$ cat src/rtl/semaPkg.sv
package semaPkg;
  localparam int DATA_W = 16;
  localparam logic [7:0] KEY_ARM  = 8'hE2;
  localparam logic [7:0] KEY_FIRE = 8'h1D;

  typedef enum logic {RS_IDLE = 1'b0, RS_ARMED = 1'b1} rstState_t;

  typedef struct packed {
    logic gateWr;
    logic clrOne;
    logic clrAll;
  } semaStrobes_t;
endpackage

$ cat src/rtl/semaCtrl.sv
module semaCtrl
  import semaPkg::*;
#(
  parameter int NUM_GATES = 16,
  parameter int ADDR_W    = $clog2(NUM_GATES + 1),
  parameter int GIDX_W    = (NUM_GATES > 1) ? $clog2(NUM_GATES) : 1
) (
  input  logic                clk,
  input  logic                rstN,
  input  logic                wrEn,
  input  logic [ADDR_W-1:0]   addr,
  input  logic [DATA_W-1:0]   wrData,
  output semaStrobes_t        strb,
  output logic [GIDX_W-1:0]   clrIdx,
  output logic                busy
);
  rstState_t state, nextState;
  logic gateHit, rstHit;
  logic [7:0] keyVal, gateNum;

  assign keyVal  = wrData[7:0];
  assign gateNum = wrData[15:8];
  assign gateHit = addr < ADDR_W'(NUM_GATES);
  assign rstHit  = addr == ADDR_W'(NUM_GATES);
  assign clrIdx  = gateNum[GIDX_W-1:0];
  assign busy    = (state == RS_ARMED);

  always_comb begin
    strb        = '0;
    nextState   = state;
    strb.gateWr = wrEn && gateHit;
    if (wrEn && rstHit) begin
      case (state)
        RS_IDLE: if (keyVal == KEY_ARM) nextState = RS_ARMED;
        default: begin
          nextState = RS_IDLE;
          if (keyVal == KEY_FIRE) begin
            if (gateNum >= 8'(NUM_GATES)) strb.clrAll = 1'b1;
            else                          strb.clrOne = 1'b1;
          end
        end
      endcase
    end
  end

  always_ff @(posedge clk or negedge rstN) begin
    if (!rstN) state <= RS_IDLE;
    else       state <= nextState;
  end

  // a clear only ever fires from the armed state
  a_r8_clear_needs_armed: assert property (@(posedge clk) disable iff (!rstN)
    (strb.clrOne || strb.clrAll) |-> busy);
  // any second write returns the sequence to idle
  a_r10_second_write_idles: assert property (@(posedge clk) disable iff (!rstN)
    (busy && wrEn && rstHit) |=> !busy);
  // gate traffic does not disturb the armed state
  a_r11_gate_write_keeps_armed: assert property (@(posedge clk) disable iff (!rstN)
    (busy && !(wrEn && rstHit)) |=> busy);
endmodule

$ cat src/rtl/semaGates.sv
module semaGates
  import semaPkg::*;
#(
  parameter int NUM_GATES = 16,
  parameter int TAG_W     = 4,
  parameter int DOM_W     = 2,
  parameter int ADDR_W    = $clog2(NUM_GATES + 1),
  parameter int GIDX_W    = (NUM_GATES > 1) ? $clog2(NUM_GATES) : 1
) (
  input  logic                clk,
  input  logic                rstN,
  input  semaStrobes_t        strb,
  input  logic [ADDR_W-1:0]   addr,
  input  logic [TAG_W-1:0]    wrTag,
  input  logic [TAG_W-1:0]    masterIdx,
  input  logic [DOM_W-1:0]    domainId,
  input  logic [GIDX_W-1:0]   clrIdx,
  input  logic                busy,
  output logic [DATA_W-1:0]   rdData
);
  localparam int GATE_W = TAG_W + DOM_W;

  logic [TAG_W-1:0] tagQ [NUM_GATES];
  logic [DOM_W-1:0] domQ [NUM_GATES];
  logic [TAG_W:0]   ownTag;

  assign ownTag = {1'b0, masterIdx} + (TAG_W + 1)'(1);

  for (genvar g = 0; g < NUM_GATES; g++) begin : gGate
    logic sel, lockOk, unlockOk, clr;
    assign sel      = strb.gateWr && (addr == ADDR_W'(g));
    assign lockOk   = sel && (tagQ[g] == '0) && (wrTag != '0) && ({1'b0, wrTag} == ownTag);
    assign unlockOk = sel && (tagQ[g] != '0) && (wrTag == '0) && ({1'b0, tagQ[g]} == ownTag);
    assign clr      = strb.clrAll || (strb.clrOne && (clrIdx == GIDX_W'(g)));

    always_ff @(posedge clk or negedge rstN) begin
      if (!rstN) begin
        tagQ[g] <= '0;
        domQ[g] <= '0;
      end else if (clr || unlockOk) begin
        tagQ[g] <= '0;
        domQ[g] <= '0;
      end else if (lockOk) begin
        tagQ[g] <= wrTag;
        domQ[g] <= domainId;
      end
    end

    // a held gate never passes straight to another owner
    a_r4_no_takeover: assert property (@(posedge clk) disable iff (!rstN)
      (tagQ[g] != '0) |=> (tagQ[g] == '0) || (tagQ[g] == $past(tagQ[g])));
    // the recorded domain holds while the gate stays locked
    a_r4_domain_holds: assert property (@(posedge clk) disable iff (!rstN)
      (tagQ[g] != '0) |=> (tagQ[g] == '0) || (domQ[g] == $past(domQ[g])));
    // an unlocked gate carries no domain
    a_r2_free_no_domain: assert property (@(posedge clk) disable iff (!rstN)
      (tagQ[g] == '0) |-> (domQ[g] == '0));
    // clear-all empties every gate
    a_r9_clear_all_empties: assert property (@(posedge clk) disable iff (!rstN)
      strb.clrAll |=> (tagQ[g] == '0));
  end

  always_comb begin
    rdData = '0;
    for (int g = 0; g < NUM_GATES; g++) begin
      if (addr == ADDR_W'(g)) rdData = DATA_W'({domQ[g], tagQ[g]});
    end
    if (addr == ADDR_W'(NUM_GATES)) rdData = DATA_W'(busy);
  end

  // bits above the domain field read zero on gate reads
  a_r2_upper_bits_zero: assert property (@(posedge clk) disable iff (!rstN)
    (addr < ADDR_W'(NUM_GATES)) |-> (rdData[DATA_W-1:GATE_W] == '0));
endmodule

$ cat src/rtl/semaGateBank.sv
module semaGateBank
  import semaPkg::*;
#(
  parameter int NUM_GATES = 16,
  parameter int TAG_W     = 4,
  parameter int DOM_W     = 2,
  parameter int ADDR_W    = $clog2(NUM_GATES + 1)
) (
  input  logic              clk,
  input  logic              rstN,
  input  logic              wrEn,
  input  logic [ADDR_W-1:0] addr,
  input  logic [15:0]       wrData,
  input  logic [TAG_W-1:0]  masterIdx,
  input  logic [DOM_W-1:0]  domainId,
  output logic [15:0]       rdData
);
  localparam int GIDX_W = (NUM_GATES > 1) ? $clog2(NUM_GATES) : 1;

  semaStrobes_t      strb;
  logic [GIDX_W-1:0] clrIdx;
  logic              busy;

  semaCtrl #(.NUM_GATES(NUM_GATES), .ADDR_W(ADDR_W), .GIDX_W(GIDX_W)) uCtrl (
    .clk(clk), .rstN(rstN), .wrEn(wrEn), .addr(addr), .wrData(wrData),
    .strb(strb), .clrIdx(clrIdx), .busy(busy)
  );

  semaGates #(.NUM_GATES(NUM_GATES), .TAG_W(TAG_W), .DOM_W(DOM_W),
              .ADDR_W(ADDR_W), .GIDX_W(GIDX_W)) uGates (
    .clk(clk), .rstN(rstN), .strb(strb), .addr(addr), .wrTag(wrData[TAG_W-1:0]),
    .masterIdx(masterIdx), .domainId(domainId), .clrIdx(clrIdx), .busy(busy),
    .rdData(rdData)
  );
endmodule

$ cat config.mk
export PLATFORM = sky130hd
export DESIGN_NAME = semaGateBank
export DESIGN_NICKNAME = d
export VERILOG_FILES = /design/src/rtl/semaPkg.sv /design/src/rtl/semaCtrl.sv /design/src/rtl/semaGates.sv /design/src/rtl/semaGateBank.sv
export SDC_FILE = /design/constraint.sdc
export NUM_CORES = 1
export LEC_CHECK = 0
export BUFFER_PORTS_ARGS = -buffer_cell sky130_fd_sc_hd__buf_2
export CAP_MARGIN = 20
export CORE_UTILIZATION = 60
export CTS_CLUSTER_DIAMETER = 200
export DETAILED_ROUTE_END_ITERATION = 10
export PLACE_DENSITY = 0.79
export SLEW_MARGIN = 10
export SYNTH_ARGS = -nofsm -noshare
export SYNTH_HDL_FRONTEND = slang
export SYNTH_SLANG_ARGS = --single-unit
export TNS_END_PERCENT = 30
$ cat constraint.sdc
create_clock -name clk -period 2.4 [get_ports clk]
set_clock_uncertainty 0.15 [all_clocks]
set_input_delay 0.12 -clock clk [delete_from_list [all_inputs] [get_ports clk]]
set_output_delay 0.12 -clock clk [all_outputs]
set_load 0.05 [all_outputs]
* Word-level counts from Yosys, hierarchy flattened *
Cells that the tools add are included.

cells by class
  $add $sub $neg = 1
  order comparisons = 2
  equality and inequality tests = 50
  multiplexer cells = 88
  reductions and logical operators = 214

operators with widths
  operator                                                                             count
  1-bit logical AND                                                                    130
  4-bit 2-to-1 mux                                                                     32
  6-bit 2-to-1 mux                                                                     17
  4-bit by 5-bit equality test with 1-bit output                                       17
  4-bit logical NOT                                                                    18
  2-bit 2-to-1 mux                                                                     35
  4-bit nonzero test                                                                   17
  5-bit by 4-bit equality test with 1-bit output, second input constant                8
  4-bit equality test, second input constant                                           8
  1-bit logical OR                                                                     32
  2-bit nonzero test                                                                   16
  5-bit by 3-bit equality test with 1-bit output, second input constant                4
  4-bit by 3-bit equality test with 1-bit output, second input constant                4
  5-bit by 2-bit equality test with 1-bit output, second input constant                2
  4-bit by 2-bit equality test with 1-bit output, second input constant                2
  8-bit by 5-bit equality test with 1-bit output, second input constant                1
  8-bit equality test, second input constant                                           1
  8-bit by 5-bit greater-or-equal comparator with 1-bit output, second input constant  1
  4-bit by 1-bit adder with 5-bit output, second input constant                        1
  5-bit by 1-bit equality test with 1-bit output, second input constant                1
  5-bit equality test, second input constant                                           1
  5-bit logical NOT                                                                    1
  5-bit < comparator, second input constant                                            1
  4-bit by 1-bit equality test with 1-bit output, second input constant                1
  1-bit 2-to-1 mux                                                                     4

word-level totals
  register bits = 97
  output and inout port bits = 16
  word-level logic and storage cells = 388

* Logic depth before layout (Yosys ltp) *
  depth after elaboration = 18
  mapped depth = 9

* Cells and area by module *
Synthesis repeated with hierarchy kept, for this count alone.

unflattened totals
  cells, all modules = 766
  area total of the unflattened synthesis = 6984.2 um^2

modules (own cells, without submodules)
  module     instances  cells an instance  area each (um^2)  seq. area each (um^2)
  semaGates  1          747                6824.0            2402.3
  semaCtrl   1          19                 160.2             25.0

* Worst setup path before layout *
Ideal clock, no wire load.

  kind = input port to output port
  start = in addr[0]
  end = out rdData[4]
  arrival time = 2.296 ns
  required time = 2.130 ns
  setup slack = -0.166 ns
  stages = 9
  cell sequence = clkbuf_1 buf_1 buf_2 nand3_1 a21oi_1 o21ai_0 a221oi_1 o21bai_1 a21oi_1

on the way
  word-level cells in the longest chain between the ends = 18
  elaborated cells between the ends (all ways) = 34
  classes of those cells = eq/ne: 16; mux: 17; reduce/logical: 1

ends and longest elaborated chain
  item                            line                text
  start: declaration              semaGateBank.sv:12  input logic [ADDR_W-1:0] addr,
  5-bit logical NOT               semaGates.sv:66     if (addr == ADDR_W'(g)) rdData = DATA_W'({domQ[g], tagQ[g]});
  6-bit 2-to-1 mux (16 in a row)  semaGates.sv:66
  6-bit 2-to-1 mux (*)            semaGates.sv:68     if (addr == ADDR_W'(NUM_GATES)) rdData = DATA_W'(busy);
  end: declaration                semaGateBank.sv:16  output logic [15:0] rdData

Mark *: on every way between the ends. The rest lies on a longest branch, timed or not.

* Final worst setup path *
  start = reg uGates.tagQ[57] in the netlist's numbering
  end = out rdData[1]

on the way
  word-level cells in the longest chain between the ends = 16

ends and longest elaborated chain
  item                              line             text
  start: declaration                semaGates.sv:23  logic [TAG_W-1:0] tagQ [NUM_GATES];
  start signal: indexed assignment  semaGates.sv:44  tagQ[g] <= wrTag;
  6-bit 2-to-1 mux (15 in a row)    semaGates.sv:66
  6-bit 2-to-1 mux                  semaGates.sv:68

No other way between the ends.

==> results.txt <==
- Register area share after synthesis: 37.3%
- Measured along the x axis, the die boundary spans 106 µm.
* Starting density of the core: 62.5%
* Vias: 7,068
- Layout Utilization: 76.3%
- Share of Yosys cell area claimed by the top area cell type: 37.3%
- For the worst setup path, the data required time is 2.13 ns.
- Of the cells placed in the final design, the portion with a size suffix greater than 1 is 25.3%.
- Across the VDD grid, the largest voltage drop is 0.520 mV.
- Across all setup checks in the final design, the least slack found is -0.0499 ns.
- Post-synthesis async set-or-reset flop share: 100%
- After synthesis, the cell types taking the most area are dfrtp_1 37%, xnor2_1 4.7%, xor2_1 4.4%.
- Global routing used 17.7% of the available met3 tracks.
- The die covers 11,300 µm².
- Hold Crit Class: in2reg
* Failing checks: setup timing
- Total negative slack for setup checks: -0.131 ns
* Final setup vio count: 3
* Reg-to-reg critical path startpoint: uCtrl.busy
* Crit path capture type: output port
* Total DRC errors in the routed layout: 0
- Root Buffer Master: clkbuf_8
- The analysis attributes to cell leakage a power of 3.65 nW.
* Global-route wire length before repair: 39,300 µm
- Wire length reported by the detailed router: 25,400 µm
- In this run the remaining antenna-violating nets after routing total 0.
- Commonest cells post-synth: 97 x dfrtp_1, 76 x nor2_1, 48 x a21oi_1
- Warnings, synthesis: 0
- Number of detailed-route iterations in the first pass: 6
* Global-route met2 utilization: 69.7%
- Cell row count: 37
- During placement, the flow inserted port buffers numbering 35.
- The number of placed instances, taps included, is 993.
- During I/O placement, the number of pins put on the boundary was 46.
* Fraction of met1 tracks used by global routing: 60.9%
- HPWL after DPL: 19,100 µm
- Gate count of the mapped netlist: 735
- Biggest area consumer among synthesized cells: dfrtp_1
- The finished cells cover 7950 µm².
- Setup repair after global routing could not meet its margin everywhere.
* Pin count of the biggest net entering global routing: 54
- Summing internal, switching and leakage power gives 3.54 mW.
- Crit path launch type: flip-flop
- Clock buffer count from CTS: 9
- The H-tree was split into 3 levels.
- Setup slack of the worst register-to-register path: 0.12 ns
- Data arrives at the worst endpoint at 2.18 ns.
- The clock passes through at most 2 buffers.
* Final Hold Viols: 0
* Height of the chip: 106 µm
- Type of the worst setup path: reg2out
- Summing every instance area after synthesis gives 6510 µm².
* Max-capacitance violation count: 0
- Along the worst path, the maximum fanout reaches 2.
- CTS sink count: 97
* Slew HR: 47.5%
- Layout filler cell count: 753
- In this run the standard cell core region covers 10,400 µm².
* Total Nets Final: 903
* Total placed instance area: 7650 µm²
- The synthesized design contains 0 enable-type register cells.
- The number of different library cells used by synthesis comes to 70.
* Critical path launch point: uGates.tagQ[57]
- Most repeated cell in the gate-level netlist after synthesis: dfrtp_1
- The area growth from synthesis to layout is 22.1%.
- Dividing the detail-routed via count by the number of cells gives 6.97.
- The flow ran to the end, but the final reports show violations.
- For this run the aggregate overflow at the end of global routing stands at 0.
* Number of antenna violations at the first check in global routing: 1
- The most used flip-flop cell after synthesis is dfrtp_1.
* Gpl congestion: 1.13
* Clock period minus final worst setup slack: 2.45 ns
- For this run, the number of standard cells in the final layout without fillers is 1,014.
- At the pin with the least slew margin, the transition time is 0.787 ns.
* Initial detailed-routing violation count: 831
- Routed length per placed instance: 25.1 µm
* Global-route total usage across every layer: 47.3%
- The multi-input combinational cells in the finished layout cover a total of 3840 µm².
- Gr busiest metal: met2
- Clock transition at path regs: 0.10 ns
* Post-route clock period utilization: 102%
- The startpoint identified for the worst hold timing path is wrData[4].
* Mean post-synth cell area: 8.86 µm²
- Clock Latency Late Sink: 0.41 ns
* Register Area: 2430 µm²
* TritonCTS clock tree: done
- The max-slew violation count is 0.
- In this run, synthesis produced a sequential element count of 97.
* Vias in the first global route: 6,989
* Power per Cell Area: 445 nW/µm²
- Static timing analysis puts the maximum clock frequency at 0.408 GHz.
## repair_timing
item	in CTS	in global routing
resized for setup	19	11
hold buffers	3	0
cloned	0	0
hold endpoints to repair	46	0
endpoints found under the setup margin	5	6
setup buffers	0	2
pin swaps	11	3
## critical path, cell delays in order (launching register included)
cell	delay [ns]
dfrtp_1	0.40
nand3b_1	0.09
a2111o_1	0.38
a21oi_2	0.15
o2bb2ai_2	0.08
a211o_1	0.27
a31oi_1	0.17
buf_4	0.23
## flip-flops by register name (all words and copies together) (netlist names)
register and count:
uCtrl.busy 1, uGates.domQ 32, uGates.tagQ 64
## through the flow
step           hold slack (ns)  setup slack [ns]
6_report                0.0228           -0.0499
5_1_grt                 0.0366           -0.0892
4_1_cts                 0.0209           -0.0473
3_5_place_dp          -0.00760            -0.132
3_3_place_gp           -0.0144            -0.127
2_1_floorplan           -0.326           -0.0857
## report_power, final
part | switching, mW | leakage, nW | total, mW | internal, mW
combinational | 0.492 | 2.27 | 0.803 | 0.310
clock | 0.619 | 0.0762 | 1.00 | 0.382
sequential | 0.0603 | 1.30 | 1.73 | 1.67
total | 1.17 | 3.65 | 3.54 | 2.37
## per-layer routing
metal	vias up	wire length, µm
met3	135	3700
met2	591	10800
li1	2986	-
met4	0	1340
met1	3356	9520
met5	-	0
## path summary, 6_finish.rpt
path	cells past startpoint	to
setup / recovery	7	rdData[1]
hold / removal	4	uCtrl.busy
setup reg to reg	6	uGates.domQ[26]
hold reg to reg	2	uGates.domQ[23]
max in group asynchronous	3	uGates.tagQ[10]
min in group asynchronous	2	uGates.tagQ[56]
## area by class of cell
cell class              count  share of cell area, %
well taps                 136                   2.14
inverters                  23                   1.09
diodes                      1                 0.0315
clock inverters             5                  0.504
multi-input cells         571                   48.3
repair buffers            170                   15.7
flip-flops and latches     97                   30.6
clock buffers              11                   1.65
## layout by cell type, fill, tap and decap left out, drive strengths merged, types with 6 or more instances in the layout
| cell type | instances |
|---|---|
| a22oi | 10 |
| xnor2 | 36 |
| mux2i | 22 |
| inv | 24 |
| clkbuf | 13 |
| nor3 | 29 |
| nor4 | 25 |
| a31o | 6 |
| dfrtp | 97 |
| and3 | 12 |
| nor2b | 9 |
| nand4 | 13 |
| o311ai | 9 |
| a221oi | 9 |
| nand2 | 35 |
| o21ai | 27 |
| a22o | 28 |
| mux2 | 6 |
| o211ai | 9 |
| nor2 | 76 |
| conb | 10 |
| nand3 | 26 |
| nand3b | 7 |
| buf | 165 |
| nand2b | 11 |
| a21oi | 48 |
| and2 | 9 |
| xor2 | 33 |
## cells by family (layout without fill, tap and decap cells)
group                      after synthesis  after routing  synth area share, %
AOI/OAI and AO/OA                      190            190                 20.7
other                                    1             11               0.0576
DFF                                     97             97                 37.3
buffers and inverters                   76            209                 5.28
adders and majority gates                1              1                0.192
muxes                                   28             28                 4.42
xor gates and xnor gates                69             69                 9.57
and+or+nand+nor                        273            273                 22.5
(Power assumes the default switching activity.)
